--- src/rtl/irq_entry_pkg.sv ---
package irq_entry_pkg;

    localparam int PS_W    = 6;
    localparam int CAUSE_W = 6;
    localparam int LVL_W   = 3;
    localparam int PSL_W   = 4;
    localparam int MAX_LVL = 7;

    // status word: {um, excm, level}
    typedef struct packed {
        logic             um;
        logic             excm;
        logic [PSL_W-1:0] level;
    } ps_t;

    typedef enum logic [1:0] {
        CLS_HIGH   = 2'd0,
        CLS_USER   = 2'd1,
        CLS_KERNEL = 2'd2,
        CLS_DOUBLE = 2'd3
    } cls_e;

endpackage

--- src/rtl/irq_entry_gate.sv ---
module irq_entry_gate
    import irq_entry_pkg::*;
#(
    parameter int                         NUM_INT    = 8,
    parameter int                         NLEVEL     = 4,
    parameter logic [MAX_LVL*NUM_INT-1:0] LEVEL_MASK = '0
) (
    input  logic [LVL_W-1:0]   irq_level,
    input  logic [PSL_W-1:0]   cur_level,
    input  logic [NUM_INT-1:0] int_set,
    input  logic [NUM_INT-1:0] int_en,
    input  logic               blocked,
    output logic               accept
);

    logic [NUM_INT-1:0] lvl_mask;
    logic               above_cur;
    logic               in_range;
    logic               src_hit;

    // select the source mask of the requested level
    always_comb begin
        lvl_mask = '0;
        for (int l = 0; l < MAX_LVL; l++) begin
            if (irq_level == LVL_W'(l)) begin
                lvl_mask = LEVEL_MASK[l*NUM_INT +: NUM_INT];
            end
        end
    end

    assign above_cur = {1'b0, irq_level} > cur_level;
    assign in_range  = irq_level <= LVL_W'(NLEVEL);
    assign src_hit   = |(lvl_mask & int_set & int_en);
    assign accept    = !blocked && above_cur && in_range && src_hit;

endmodule

--- src/rtl/irq_entry_vec.sv ---
module irq_entry_vec #(
    parameter bit          RELOC_EN    = 1'b1,
    parameter logic [31:0] STATIC_BASE = 32'h4000_0000
) (
    input  logic [31:0] static_vec,
    input  logic [31:0] vec_base,
    output logic [31:0] target
);

    generate
        if (RELOC_EN) begin : g_reloc
            assign target = static_vec - STATIC_BASE + vec_base;
        end else begin : g_fixed
            logic [31:0] unused_base;
            assign unused_base = vec_base;
            assign target      = static_vec;
        end
    endgenerate

endmodule

--- src/rtl/irq_entry_ctl.sv ---
module irq_entry_ctl
    import irq_entry_pkg::*;
#(
    parameter int                         NUM_INT       = 8,
    parameter int                         NLEVEL        = 4,
    parameter bit                         HAS_DBL_PC    = 1'b1,
    parameter bit                         RELOC_EN      = 1'b1,
    parameter logic [MAX_LVL*NUM_INT-1:0] LEVEL_MASK    = 56'h80_40_30_08_04_03_00,
    parameter logic [31:0]                STATIC_BASE   = 32'h4000_0000,
    parameter logic [31:0]                HI_VEC_OFS    = 32'h0000_0180,
    parameter logic [31:0]                HI_VEC_STRIDE = 32'h0000_0040,
    parameter logic [31:0]                KERNEL_OFS    = 32'h0000_0300,
    parameter logic [31:0]                USER_OFS      = 32'h0000_0340,
    parameter logic [31:0]                DOUBLE_OFS    = 32'h0000_03C0,
    parameter logic [CAUSE_W-1:0]         LVL1_CAUSE    = 6'd4
) (
    input  logic                       clk,
    input  logic                       rst_n,
    input  logic [2:0]                 irq_level,
    input  logic [NUM_INT-1:0]         int_set,
    input  logic [NUM_INT-1:0]         int_en,
    input  logic [31:0]                cur_pc,
    input  logic [3:0]                 cur_ps_level,
    input  logic                       cur_ps_excm,
    input  logic                       cur_ps_um,
    input  logic [31:0]                vec_base,
    output logic                       taken,
    output logic [1:0]                 exc_class,
    output logic [31:0]                new_pc,
    output logic [3:0]                 new_ps_level,
    output logic                       new_ps_excm,
    output logic                       new_ps_um,
    output logic [NLEVEL*32-1:0]       save_pc,
    output logic [(NLEVEL-1)*PS_W-1:0] save_ps,
    output logic [31:0]                dbl_pc,
    output logic [5:0]                 cause
);

    typedef struct packed {
        logic [31:0]                   pc;
        ps_t                           ps;
        logic [NLEVEL-1:0][31:0]       epc;
        logic [NLEVEL-2:0][PS_W-1:0]   eps;
        logic [31:0]                   dpc;
        logic [CAUSE_W-1:0]            cause;
        logic                          taken;
        logic [1:0]                    cls;
    } state_t;

    state_t      st_d, st_q;
    ps_t         cur_ps;
    logic        accept;
    logic [31:0] static_vec;
    logic [31:0] target;

    assign cur_ps = {cur_ps_um, cur_ps_excm, cur_ps_level};

    irq_entry_gate #(
        .NUM_INT    (NUM_INT),
        .NLEVEL     (NLEVEL),
        .LEVEL_MASK (LEVEL_MASK)
    ) i_gate (
        .irq_level (irq_level),
        .cur_level (cur_ps_level),
        .int_set   (int_set),
        .int_en    (int_en),
        .blocked   (st_q.taken),
        .accept    (accept)
    );

    // static vector for the path this request would take
    always_comb begin
        if (irq_level > 3'd1) begin
            static_vec = STATIC_BASE + HI_VEC_OFS
                       + (32'(irq_level) - 32'd2) * HI_VEC_STRIDE;
        end else if (cur_ps_excm) begin
            static_vec = STATIC_BASE + DOUBLE_OFS;
        end else if (cur_ps_um) begin
            static_vec = STATIC_BASE + USER_OFS;
        end else begin
            static_vec = STATIC_BASE + KERNEL_OFS;
        end
    end

    irq_entry_vec #(
        .RELOC_EN    (RELOC_EN),
        .STATIC_BASE (STATIC_BASE)
    ) i_vec (
        .static_vec (static_vec),
        .vec_base   (vec_base),
        .target     (target)
    );

    always_comb begin
        st_d       = st_q;
        st_d.taken = 1'b0;
        st_d.cls   = CLS_HIGH;
        if (accept) begin
            st_d.taken = 1'b1;
            st_d.pc    = target;
            if (irq_level > 3'd1) begin
                for (int l = 2; l <= NLEVEL; l++) begin
                    if (irq_level == LVL_W'(l)) begin
                        st_d.epc[l-1] = cur_pc;
                        st_d.eps[l-2] = cur_ps;
                    end
                end
                st_d.ps.level = {1'b0, irq_level};
                st_d.ps.excm  = 1'b1;
                st_d.ps.um    = cur_ps_um;
            end else begin
                st_d.cause = LVL1_CAUSE;
                if (cur_ps_excm) begin
                    st_d.cls = CLS_DOUBLE;
                    if (HAS_DBL_PC) begin
                        st_d.dpc = cur_pc;
                    end else begin
                        st_d.epc[0] = cur_pc;
                    end
                end else begin
                    st_d.epc[0] = cur_pc;
                    st_d.cls    = cur_ps_um ? CLS_USER : CLS_KERNEL;
                end
                st_d.ps      = cur_ps;
                st_d.ps.excm = 1'b1;
            end
        end
    end

    always_ff @(posedge clk or negedge rst_n) begin
        if (!rst_n) begin
            st_q <= '0;
        end else begin
            st_q <= st_d;
        end
    end

    assign taken        = st_q.taken;
    assign exc_class    = st_q.cls;
    assign new_pc       = st_q.pc;
    assign new_ps_level = st_q.ps.level;
    assign new_ps_excm  = st_q.ps.excm;
    assign new_ps_um    = st_q.ps.um;
    assign save_pc      = st_q.epc;
    assign save_ps      = st_q.eps;
    assign dbl_pc       = st_q.dpc;
    assign cause        = st_q.cause;

endmodule


--- config.mk ---
export PLATFORM = sky130hd
export DESIGN_NAME = irq_entry_ctl
export DESIGN_NICKNAME = d
export VERILOG_FILES = /design/src/rtl/irq_entry_pkg.sv /design/src/rtl/irq_entry_gate.sv /design/src/rtl/irq_entry_vec.sv /design/src/rtl/irq_entry_ctl.sv
export SDC_FILE = /design/constraint.sdc
export NUM_CORES = 1
export LEC_CHECK = 0
export ABC_AREA = 1
export BUFFER_PORTS_ARGS = -buffer_cell sky130_fd_sc_hd__buf_2
export CAP_MARGIN = 25
export CELL_PAD_IN_SITES_DETAIL_PLACEMENT = 1
export CELL_PAD_IN_SITES_GLOBAL_PLACEMENT = 1
export CORE_MARGIN = 3
export CORE_UTILIZATION = 34
export CTS_BUF_LIST = sky130_fd_sc_hd__clkbuf_4 sky130_fd_sc_hd__clkbuf_8 sky130_fd_sc_hd__clkbuf_16
export DETAILED_ROUTE_END_ITERATION = 8
export PLACE_DENSITY_LB_ADDON = 0.1
export RECOVER_POWER = 50
export SLEW_MARGIN = 20
export SYNTH_ARGS = -nofsm -noshare
export SYNTH_HDL_FRONTEND = slang
export SYNTH_SLANG_ARGS = --single-unit
--- constraint.sdc ---
create_clock -name clk -period 1.4 [get_ports clk]
set_clock_uncertainty 0.1 [all_clocks]
set_input_delay 0.28 -clock clk [delete_from_list [all_inputs] [get_ports clk]]
set_output_delay 0.28 -clock clk [all_outputs]
set_load 0.005 [all_outputs]
Yosys cells after proc, flatten, opt, wreduce, memory -nomap -nowiden --
Index checks and enable logic that the tools add are counted.
Word-level totals: bits in read-only memories 0, flip-flop bits (word level) 220, bits in writable memories 0, memories kept 0, bits in latches 0, input bits 91, word-level logic and storage cells 57
Operators by class: $lt $le $gt $ge 3, div/mod/pow operators 0, bitwise logic cells 4, reduce and logical (&&, ||, !) cells 11, shift-type cells 0, equal/unequal tests 6, add/sub/neg operators 4, muxes and demuxes 14, multiply operators 0
Operators by type and width (number):
- $add 31x32->32 const A | 1
- $add 32x32->32 | 1
- $mux 32 | 1
- $sub 32x31->32 const B | 1
- $and 8x8->8 | 2
- $mux 8 | 2
- $reduce_and 3->1 | 5
- $mux 7 | 2
- $eq 3x3->1 const B | 3
- $mux 2 | 4
- $mux 4 | 2
- $reduce_or 8->1 | 1
- $eq 3x2->1 const B | 2
- $mux 3 | 2
- $mux 6 | 1
- $gt 3x4->1 | 1
- $sub 3x2->4 const B | 1
- $eq 3x1->1 const B | 1
- $gt 3x1->1 const B | 1
- $le 3x3->1 const B | 1
- $logic_and 1x1->1 | 3
- $not 1->1 | 2
- $reduce_and 2->1 | 1
- $logic_not 1->1 | 1

Depth between registers and ports, before layout --
Gate-level depths: netlist (run 1).
depth after elaboration 12, gate-level depth with buffers 23

Modules after synthesis --
A second synthesis (run 1) with hierarchy kept.
Unflattened totals: cell total of the unflattened synthesis 1505, area, all modules 11549.8 um2
Modules (own cells, without submodules):
- irq_entry_ctl | cells each 975, times used 1, area an instance 8685.8 um2, seq. area each 5505.3 um2
- irq_entry_vec | cells each 498, times used 1, area an instance 2702.6 um2, seq. area each 0.0 um2
- irq_entry_gate | cells each 32, times used 1, area an instance 161.4 um2, seq. area each 0.0 um2

Worst setup path before layout (run 1) --
Ideal clock, no wire load.
path kind input -> register, start input irq_level[2], end register st_q (netlist bit new_pc[19]), stages on the path 22, buffers on the path 4, required time 1.183 ns, path slack -2.080 ns, arrival 3.263 ns, path through buf_2 -> inv_2 -> ha_1 -> nand2_1 -> nand2_2 -> inv_2 -> buf_4 -> buf_2 -> buf_2 -> a21oi_1 -> ha_1 -> ha_1 -> fa_1 -> nand2_1 -> nand2_1 -> nand3_1 -> nand2_1 -> nand2_1 -> nand2_1 -> or2_2 -> nand3_1 -> nand2_1
Between the ends: cells in the longest elaborated chain, start to end 11, elaborated cells on any way between the ends 26
Ends and longest elaborated chain:
- start, declared | line irq_entry_ctl.sv:19 | input logic [2:0] irq_level,
- branches (longest 11 deep; another with $add 31x32->32)
- end signal, assigned | line irq_entry_ctl.sv:134 | st_q <= st_d;
- end, declared | line irq_entry_ctl.sv:50 | state_t st_d, st_q;
Parallel ways; which one is timed is not known. A chain may end at the register's enable or synchronous reset.

Final worst setup path (run 1) --
Same ends and word-level chain as after synthesis.

==> metrics.md, run 1 <==
| Metric | Value |
|---|---|
| Data arrival, critical path | 2640 ps |
| DR DRC count | 0 |
| Non-Filler Instances | 2358 |
| Hold Path Cell Cnt | 4 |
| Vias in the first global route | 12100 |
| CP startpoint kind | input port |
| Reg2reg path depth | 10 |
| Vias per cell | 5.01 |
| Yosys Warn Count | 0 |
| Fillers | 3946 |
| All-layer global routing usage | 24.6% |
| First-pass GRT wire length | 69600 um |
| Compound-gate portion of the synthesized area | 1.37% |
| Clock tree buffer depth | 3 |
| Crit end category | register |
| Cell Rows | 66 |
| H-Tree Depth | 1 |
| Failing checks | negative setup slack |
| Total number of vias | 11800 |
| CTS Sinks | 220 |
| Worst-Margin Slew | 1030 ps |
| Post-layout util | 53.4% |
| Die height | 188 um |
| Final Hold Fails | 0 |
| Period utilization | 166% |
| WL final | 48100 um |
| # IOs | 316 |
| Core area | 32700 sq um |
| Starting DRT DRC Count | 617 |
| GR Overflow Total | 0 |
| Buffers on Ports | 310 |
| Mux cell area share after synthesis | 0% |
| Leak pwr | 9.71 nW |
| Worst-Skew Late Latency | 530 ps |
| Cells after Synth | 1443 |
| Adder-cell share of the synthesized area | 5.49% |
| Mapped Area | 11300 sq um |
| Syn Area/Cell | 7.84 sq um |
| Maxcap violations | 0 |
| Simple-gate portion of the synthesized area | 35.1% |
| Final Max Tran Viols | 0 |
| Final WS setup | -928 ps |
| Post-synthesis sequential area ratio | 48.7% |
| Worst Hold Class | input port to register |
| Fmax | 0.430 GHz |
| Die width | 188 um |
| Largest net degree at the start of global routing | 65 |
| RSZ-0062 raised after global routing | true |
| Req. time, crit path | 1710 ps |
| Outcome | complete, but fails checks |
| CP Class | input port to register |
| Routed Antenna Nets | 0 |
| Die ar. | 35500 sq um |
| Seq cells post-synth | 220 |
| Inst Count DP | 2229 |
| Max VDD drop | 811 uV |
| Final HPWL DP | 31400 um |
| Average wire per standard cell | 20.4 um |
| Nets@finish | 2033 |
| Placer Congestion | 0.861 |
| Clock transition at the registers of the reported paths | 60 ps |
| CTS buffer count | 26 |
| Rel. slew slack | 31.4% |
| Final hold slack | 57.8 ps |
| Pwr/cell area | 1200 nW/um^2 |
| XOR/XNOR Fraction of Synth Area | 1.55% |
| Initial antenna violation count | 4 |
| Final setup fails | 425 |
| Most common cell after layout, fill and taps aside | nand2_1 |
| Commonest cells after routing, fill and taps aside | nand2_1 (543), buf_2 (307), dfrtp_1 (220) |
| Initial core utilization | 34.6% |
| Maximum fanout along the worst path | 5 |
| Fin crit period | 2330 ps |
| Synth cell types | 28 |
| Layout cell share with drive strength beyond 1 | 40.3% |
| Largest family of logic cells by synthesized area | simple AND/OR/NAND/NOR gates |
| Layout area overhead | 54.3% |
| CTS tree | yes |
| Root buf cell | clkbuf_16 |
| Detailed Routing Iterations Pass 1 | 5 |
| Flop-to-flop setup slack | -380 ps |
| Setup TNS | -112750 ps |
==> registers in the layout, summed over array words and instances, names as in the netlist <==
signal / count
new_ps_level: 4
exc_class: 2
new_pc: 32
new_ps_excm: 1
cause: 1
save_pc: 128
taken: 1
new_ps_um: 1
save_ps: 18
dbl_pc: 32
==> per-layer routing <==
metal / global-route usage, % / wire length [um] / vias to the layer above
li1: - / - / 5531
met1: 33.1 / 20700 / 5867
met2: 40.7 / 23200 / 327
met3: 3.81 / 2550 / 80
met4: 8.16 / 1670 / 2
met5: 0 / 13 / -
==> where the power goes <==
part,switching [mW],internal (mW),leakage (nW)
sequential,0.679,7.53,2.95
clock,2.79,4.11,0.446
combinational,3.16,2.63,6.31
total,6.63,14.3,9.71
==> through the flow <==
stage | instance area, sq um | total power, mW | setup WS (ps)
after floorplan | 11800 | 10.3 | -1610
after global placement | 14400 | 13.0 | -1620
after detailed placement | 14400 | 13.1 | -1650
after CTS | 16400 | 20.7 | -830
after global routing | 17400 | 22.1 | -993
final | 17500 | 20.9 | -928
==> worst paths after layout <==
check | from | endpoint
max in group asynchronous | rst_n | new_pc[19]$_DFFE_PN0N_
worst min register to register | save_ps[9]$_DFFE_PN0P_ | save_ps[9]$_DFFE_PN0P_
worst min-delay path | cur_ps_level[2] | new_ps_level[2]$_DFFE_PN0N_
worst max register to register | taken$_DFF_PN0_ | dbl_pc[17]$_DFFE_PN0P_
min in group asynchronous | rst_n | save_ps[9]$_DFFE_PN0P_
worst max-delay path | irq_level[2] | new_pc[19]$_DFFE_PN0N_
==> worst max-delay path: stages <==
cell and delay [ps]:
buf_12 110, clkinv_8 50, ha_4 150, nand2_4 60, nand2_4 90, inv_8 50
nor2_4 110, a21oi_2 50, ha_1 330, ha_4 180, fa_2 410, nand2_2 90
nand2_4 60, nand3_2 70, nand2_2 70, nand2_2 70, nand2_2 50, or2_4 230
nand3_2 60, nand2_1 50
==> cell families after synthesis <==
group | count (synthesis)
simple gates | 922
xor+xnor | 20
compound gates | 31
flops | 220
buf+inv | 200
fa+ha+maj | 49
other cells | 1
==> synthesized netlist by cell type (all sizes together) <==
cell type	count	area share, %
xnor2	7	0.54
and2	2	0.11
a21oi	18	0.80
ha	48	5.3
nor2	56	2.0
clkbuf	17	0.56
o21ai	13	0.58
xor2	13	1.0
conb	1	0.033
nand2b	1	0.055
nand2	622	21
nand4	125	6.9
buf	66	3.4
nand3	106	4.7
or2	4	0.22
dfrtp	220	49
nand3b	4	0.27
inv	117	3.9
nor3	2	0.089
fa	1	0.18
==> final cells by class <==
class / count / area, sq um / share of cell area [%]
inverters: 117 / 482 / 2.76
flip-flops and latches: 220 / 5510 / 31.5
repair buffers: 501 / 3590 / 20.6
diodes: 3 / 7.51 / 0.0430
clock inverters: 7 / 75.1 / 0.430
well taps: 442 / 553 / 3.17
multi-input cells: 1027 / 6440 / 36.9
clock buffers: 41 / 801 / 4.59
==> what timing repair did <==
item / 4_1_cts / 5_1_grt
endpoints found under the hold margin: 384 / 0
cloned: 0 / 7
hold buffers: 40 / 0
pin swaps: 51 / 79
endpoints found under the setup margin: 440 / 440
gates resized for setup: 143 / 151
setup buffers: 8 / 24
Note: power is estimated with default switching activity, not from simulation.
==> run 2: changes to the inputs <==
- TNS_END_PERCENT: not set -> 50
==> run 2 against run 1 <==
Against the previous run: core utilization shrank 2.5 points; critical endpoint is now new_pc[27]$_DFFE_PN0N_; the flow finishes with violations (negative hold slack, negative setup slack); die area stayed put; fmax up 0.44%.
==> metrics.md, run 2 (synthesis gave the netlist of run 1 again) <==
| Metric | Value |
|---|---|
| Outcome | complete, but fails checks |
| Failing checks | negative hold slack, negative setup slack |
| Setup TNS | -102530 ps |
| CTS buffer count | 26 |
| Total number of vias | 11600 |
| CP Class | input port to register |
| Max VDD drop | 919 uV |
| Setup slack at placement | -1700 ps |
| Average wire per standard cell | 19.3 um |
| Final WS setup | -918 ps |
| Vias in the first global route | 12200 |
| Buf/Inv on CP | 6 |
| Period utilization | 166% |
| Initial core utilization | 34.6% |
| RSZ-0062 raised after global routing | true |
| Inst Count DP | 2226 |
| Final Hold Fails | 1 |
| Diode count | 0 |
| Hold_buf cts | 40 |
| Most common cell after layout, fill and taps aside | nand2_1 |
| Leak pwr | 9.46 nW |
| Non-Filler Instances | 2338 |
| Root buf cell | clkbuf_16 |
| CTS Sinks | 220 |
| CP startpoint kind | input port |
| Buffers on Ports | 310 |
| Placer Congestion | 0.836 |
| Final setup fails | 440 |
| First-pass GRT wire length | 69000 um |
| Final Max Tran Viols | 0 |
| Req. time, crit path | 1720 ps |
| Nets@finish | 2016 |
| Core area | 32700 sq um |
| CTS tree | yes |
| Clock tree buffer depth | 3 |
| GR Overflow Total | 0 |
| Crit path max-delay family | adder cells |
| Starting DRT DRC Count | 553 |
| Critical path, cell by cell | buf_12 > inv_8 > ha_4 > buf_6 > ha_4 > nor2_4 > buf_6 > buf_6 > ha_4 > ha_4 > inv_2 > nand2_2 > and2_1 > nand3b_1 > nand3_1 > nand2_1 > nand3_1 > nand2_1 |
| Final HPWL DP | 31100 um |
| Data arrival, critical path | 2640 ps |
| Commonest cells after routing, fill and taps aside | nand2_1 (558), buf_2 (309), dfrtp_1 (220) |
| Fmax | 0.431 GHz |
| Die height | 188 um |
| Crit-path max cell delay | 300 ps |
| Detailed Routing Iterations Pass 1 | 4 |
| DR DRC count | 0 |
| Clock transition at the registers of the reported paths | 60 ps |
| Layout cell share with drive strength beyond 1 | 36.1% |
| All-layer global routing usage | 24.3% |
| Final hold slack | -26.5 ps |
| Fin crit period | 2320 ps |
| Pwr/cell area | 1250 nW/um^2 |
| Die width | 188 um |
| Die ar. | 35500 sq um |
| Cell Rows | 66 |
| Routed Antenna Nets | 0 |
| Largest net degree at the start of global routing | 48 |
| Initial antenna violation count | 1 |
| Rel. slew slack | 46.2% |
| Most used cell, CP | ha_4 |
| Slowest CP cell | ha_4 |
| Maximum fanout along the worst path | 4 |
| H-Tree Depth | 1 |
| Crit end category | register |
| Vias per cell | 4.95 |
| Worst-Skew Late Latency | 540 ps |
| Worst-Margin Slew | 808 ps |
| Layout area overhead | 47.2% |
| Max reg flops | 128 |
| WL final | 45100 um |
| Maxcap violations | 0 |
| Worst Hold Class | input port to register |
| Pwr Total | 20.8 mW |
| # IOs | 316 |
==> run 2: metrics by stage <==
step | utilization [%] | hold slack, ps | instance area, sq um
2_1_floorplan | - | -116 | 11600
3_3_place_gp | 43.5 | 57.4 | 14200
3_5_place_dp | 43.5 | 54.8 | 14200
4_1_cts | 49.7 | -49.9 | 16200
5_1_grt | 50.9 | -18.7 | 16600
6_report | 50.9 | -26.5 | 16600
==> run 2: metal layers <==
layer | GRT usage (%) | up-vias | part of all wire (%)
met5 | 0 | - | 0.029
met4 | 7.16 | 2 | 3.2
met3 | 3.50 | 72 | 4.4
met2 | 41.5 | 307 | 48
met1 | 32.1 | 5693 | 44
li1 | - | 5497 | -
==> run 2: what timing repair did <==
item                                    CTS  global route
buffers inserted                         17             7
gates resized for setup                 139            85
hold endpoints to repair                387             1
gates cloned                              0             0
endpoints found under the setup margin  440           440
pin swaps                                47            42
==> run 2: worst reg2reg max path: stages, from the launching register on <==
cell and delay, ps:
dfrtp_1 380, inv_1 50, nand4_1 110, buf_4 160, a21oi_2 200, nand4_1 200, buf_4 280, nand2_1 100
nand2_1 50
==> run 2: cell type report <==
class	count	area, sq um
clock buffers	37	764
well taps	442	553
inverters	117	472
clock inverters	11	129
fillers	3970	16100
flip-flops and latches	220	5510
multi-input cells	1027	5960
repair buffers	484	3260
==> run 2: power by group <==
group	internal [mW]	total [mW]	leakage, nW	switching (mW)
registers	7.53	8.23	2.95	0.701
clock network	4.19	7.02	0.444	2.83
logic	2.52	5.55	6.07	3.03
==> run 2: path summary, 6_finish.rpt <==
kind	from	end	slack, ps	depth (start not counted)
max	irq_level[2]	new_pc[27]$_DFFE_PN0N_	-920	18
min	vec_base[6]	new_pc[6]$_DFFE_PN0N_	-30	4
max reg2reg	taken$_DFF_PN0_	save_pc[57]$_DFFE_PN0P_	-360	8
min reg2reg	save_ps[15]$_DFFE_PN0P_	save_ps[15]$_DFFE_PN0P_	360	2
max in group asynchronous	rst_n	save_pc[38]$_DFFE_PN0P_	120	3
min in group asynchronous	rst_n	save_pc[120]$_DFFE_PN0P_	280	2
==> run 3: changes to the inputs <==
- ABC_AREA: 1 -> not set
- CORE_UTILIZATION: 34 -> 37
==> run 3 against run 2 <==
Against the previous run: the flow finishes with violations (negative setup slack); core utilization up 14 points; worst hold slack improved by 40 ps; combinational power increased by 5.8%; non-clock buffer count increased by 103; via count fell by 23%; sequential power rose by 2%; synthesized area down 10%; first-iteration DRC count shrank 36%; highest routed layer is now met4.
==> metrics.md, run 3 <==
| Metric | Value |
|---|---|
| Total number of vias | 8944 |
| Core area | 27000 sq um |
| Layout area overhead | 71.8% |
| Yosys Warn Count | 0 |
| Crit-path max cell delay | 260 ps |
| Critical path, cell by cell | buf_8 > inv_8 > ha_4 > nand2_4 > o31a_1 > buf_4 > nor2b_4 > buf_12 > ha_4 > ha_4 > a21oi_1 > o211ai_1 > buf_4 > a221oi_4 > buf_6 > buf_4 > xor2_1 > o21ai_1 |
| Pwr Total | 21.6 mW |
| Post-layout util | 64.7% |
| Placer Congestion | 0.844 |
| Vias per cell | 5.16 |
| Cells after Synth | 796 |
| Average wire per standard cell | 24.5 um |
| Final WS setup | -1370 ps |
| H-Tree Depth | 1 |
| Final setup fails | 439 |
| Routed Antenna Nets | 0 |
| Root buf cell | clkbuf_16 |
| Share of the synthesized area in the top cell type | 54.1% |
| Mapped Area | 10200 sq um |
| Fmax | 0.361 GHz |
| WL final | 42600 um |
| Multi-input gate area | 5720 sq um |
| CTS tree | yes |
| Vias in the first global route | 9857 |
| Failing checks | negative setup slack |
| GR Overflow Total | 0 |
| Pwr/cell area | 1230 nW/um^2 |
| Maxcap violations | 0 |
| Period utilization | 198% |
| Worst Hold Class | input port to register |
| Max VDD drop | 1050 uV |
| Die height | 172 um |
| Slowest CP cell | ha_4 |
| Ys flop type | dfrtp_1 |
| Post-synthesis sequential area ratio | 54.1% |
| All-layer global routing usage | 26.8% |
| Die ar. | 29500 sq um |
| Syn Area/Cell | 12.8 sq um |
| Outcome | complete, but fails checks |
| # IOs | 316 |
| Buffers on Ports | 310 |
| Clock transition at the registers of the reported paths | 70 ps |
| Worst r2r src | taken$_DFF_PN0_ |
| First-pass GRT wire length | 60600 um |
| Data arrival, critical path | 3080 ps |
| Post-synth EDFFs | 0 |
| CP startpoint kind | input port |
| Commonest cells after routing, fill and taps aside | buf_2 (292), dfrtp_1 (220), mux2_4 (175) |
| Max reg flops | 128 |
| DR DRC count | 0 |
| Cell Rows | 60 |
| Maximum fanout along the worst path | 5 |
| Final Max Tran Viols | 0 |
| Most common cell after layout, fill and taps aside | buf_2 |
| Req. time, crit path | 1720 ps |
| Starting DRT DRC Count | 353 |
| Final Hold Fails | 0 |
| Fillers | 2703 |
| Worst-Margin Slew | 726 ps |
| Die width | 172 um |
| Worst-Skew Late Latency | 530 ps |
| Setup TNS | -207600 ps |
| Synth cell types | 56 |
| Critical Path Start | irq_level[2] |
| Initial antenna violation count | 1 |
| Layout cell share with drive strength beyond 1 | 63.5% |
| Leading area contributor after synthesis | dfrtp_1 |
| CP Class | input port to register |
| Rel. slew slack | 51.6% |
| Largest net degree at the start of global routing | 44 |
| Fraction of registers with async set/reset | 100% |
| CTS Sinks | 220 |
| Setup slack at placement | -2100 ps |
| Buf/Inv on CP | 7 |
| Reg area | 5510 sq um |
| Initial core utilization | 37.7% |
| Fin crit period | 2770 ps |
| Min-Delay Startpoint | vec_base[6] |
| Crit end category | register |
| Final HPWL DP | 24900 um |
| RSZ-0062 raised after global routing | true |
| Crit path max-delay family | compound AO/OA/AOI/OAI gates |
| Detailed Routing Iterations Pass 1 | 4 |
| Clock tree buffer depth | 3 |
| CTS buffer count | 26 |
| Top cells by area, synth | dfrtp_1 (54%), mux2_2 (16%), ha_1 (5.9%) |
| Leak pwr | 8.99 nW |
| Seq cells post-synth | 220 |
| Nets@finish | 1515 |
| Post-synth top cells | dfrtp_1 (220), mux2_2 (148), nand2_1 (82) |
| Most used standard cell by instance count after synthesis | dfrtp_1 |
==> run 3: changes by cell type after synthesis, moves of 10 or more <==
cell     before  now
a21o_1        0   10
and3_1        0   11
buf_1        13    0
buf_2        28   13
buf_4        24   12
inv_1       112   14
mux2_1        0   27
mux2_2        0  148
nand2_1     620   82
nand3_1     106    7
nand4_1     125    9
nor2_1       52    8
o21ai_0       8   35
xnor2_1       7   22
==> run 3: metal layers <==
metal  global-route usage (%)  routed length [um]  vias up
met5                        0                   0        -
met4                     8.30                1170        0
met3                     4.94                2070       62
met2                     47.7               21800      292
met1                     33.2               17500     4586
li1                         -                   -     4004
==> run 3: layout make-up <==
class	instances	area share [%]
clock inverter	11	1.02
antenna	1	0.0143
tap	341	2.44
inverter	15	0.458
sequential	220	31.5
clock buffer	35	4.25
multi-input combinational	525	32.7
timing repair buffer	587	27.6
==> run 3: metrics by stage <==
| step | area, sq um | instances | hold WS, ps |
|---|---|---|---|
| after CTS | 17100 | 1726 | -48.7 |
| after detailed placement | 13900 | 1571 | 99.4 |
| final | 17500 | 1735 | 13.2 |
| after global routing | 17500 | 1735 | 23.5 |
| after global placement | 13900 | 1571 | 98.3 |
| after floorplan | 10900 | 800 | -116 |
==> run 3: where the power goes <==
part / switching [mW] / internal, mW / total (mW) / leakage [nW]
sequential: 0.817 / 7.57 / 8.39 / 2.94
clock: 2.82 / 4.47 / 7.29 / 0.460
combinational: 2.54 / 3.33 / 5.87 / 5.59
total: 6.18 / 15.4 / 21.6 / 8.99
==> run 3: repair_timing <==
item                       CTS  global route
hold endpoints to repair   386             0
setup endpoints to repair  440           440
pin swaps                   48            20
gates resized for setup    196           119
hold buffers                40             0
gates cloned                21             5
setup buffers               50            18
==> run 3: cell families after synthesis <==
| family | Yosys count | synth area share (%) |
|---|---|---|
| adder cells (fa/ha/maj) | 49 | 6.10 |
| multiplexers | 175 | 19.4 |
| buffers and inverters | 55 | 3.15 |
| AND/OR/NAND/NOR | 144 | 6.90 |
| XOR/XNOR | 32 | 2.75 |
| other | 1 | 0.0368 |
| AO/OA/AOI/OAI | 120 | 7.62 |
| flip-flops | 220 | 54.1 |
==> run 3: worst reg2reg max path: stages (launching register included) <==
cell	delay (ps)
dfrtp_1	390
a311oi_2	200
o211ai_1	160
or2_4	300
nor4b_4	370
buf_6	190
buf_12	130
buf_12	130
mux2_4	300
==> run 3: worst paths after layout <==
check	endpoint	slack, ps	cells past startpoint
setup / recovery	new_pc[21]$_DFFE_PN0N_	-1370	18
hold / removal	new_pc[6]$_DFFE_PN0N_	10	4
setup reg to reg	save_pc[34]$_DFFE_PN0P_	-980	8
hold reg to reg	new_pc[26]$_DFFE_PN0N_	370	2
max in group asynchronous	dbl_pc[9]$_DFFE_PN0P_	170	3
min in group asynchronous	save_pc[16]$_DFFE_PN0P_	260	2
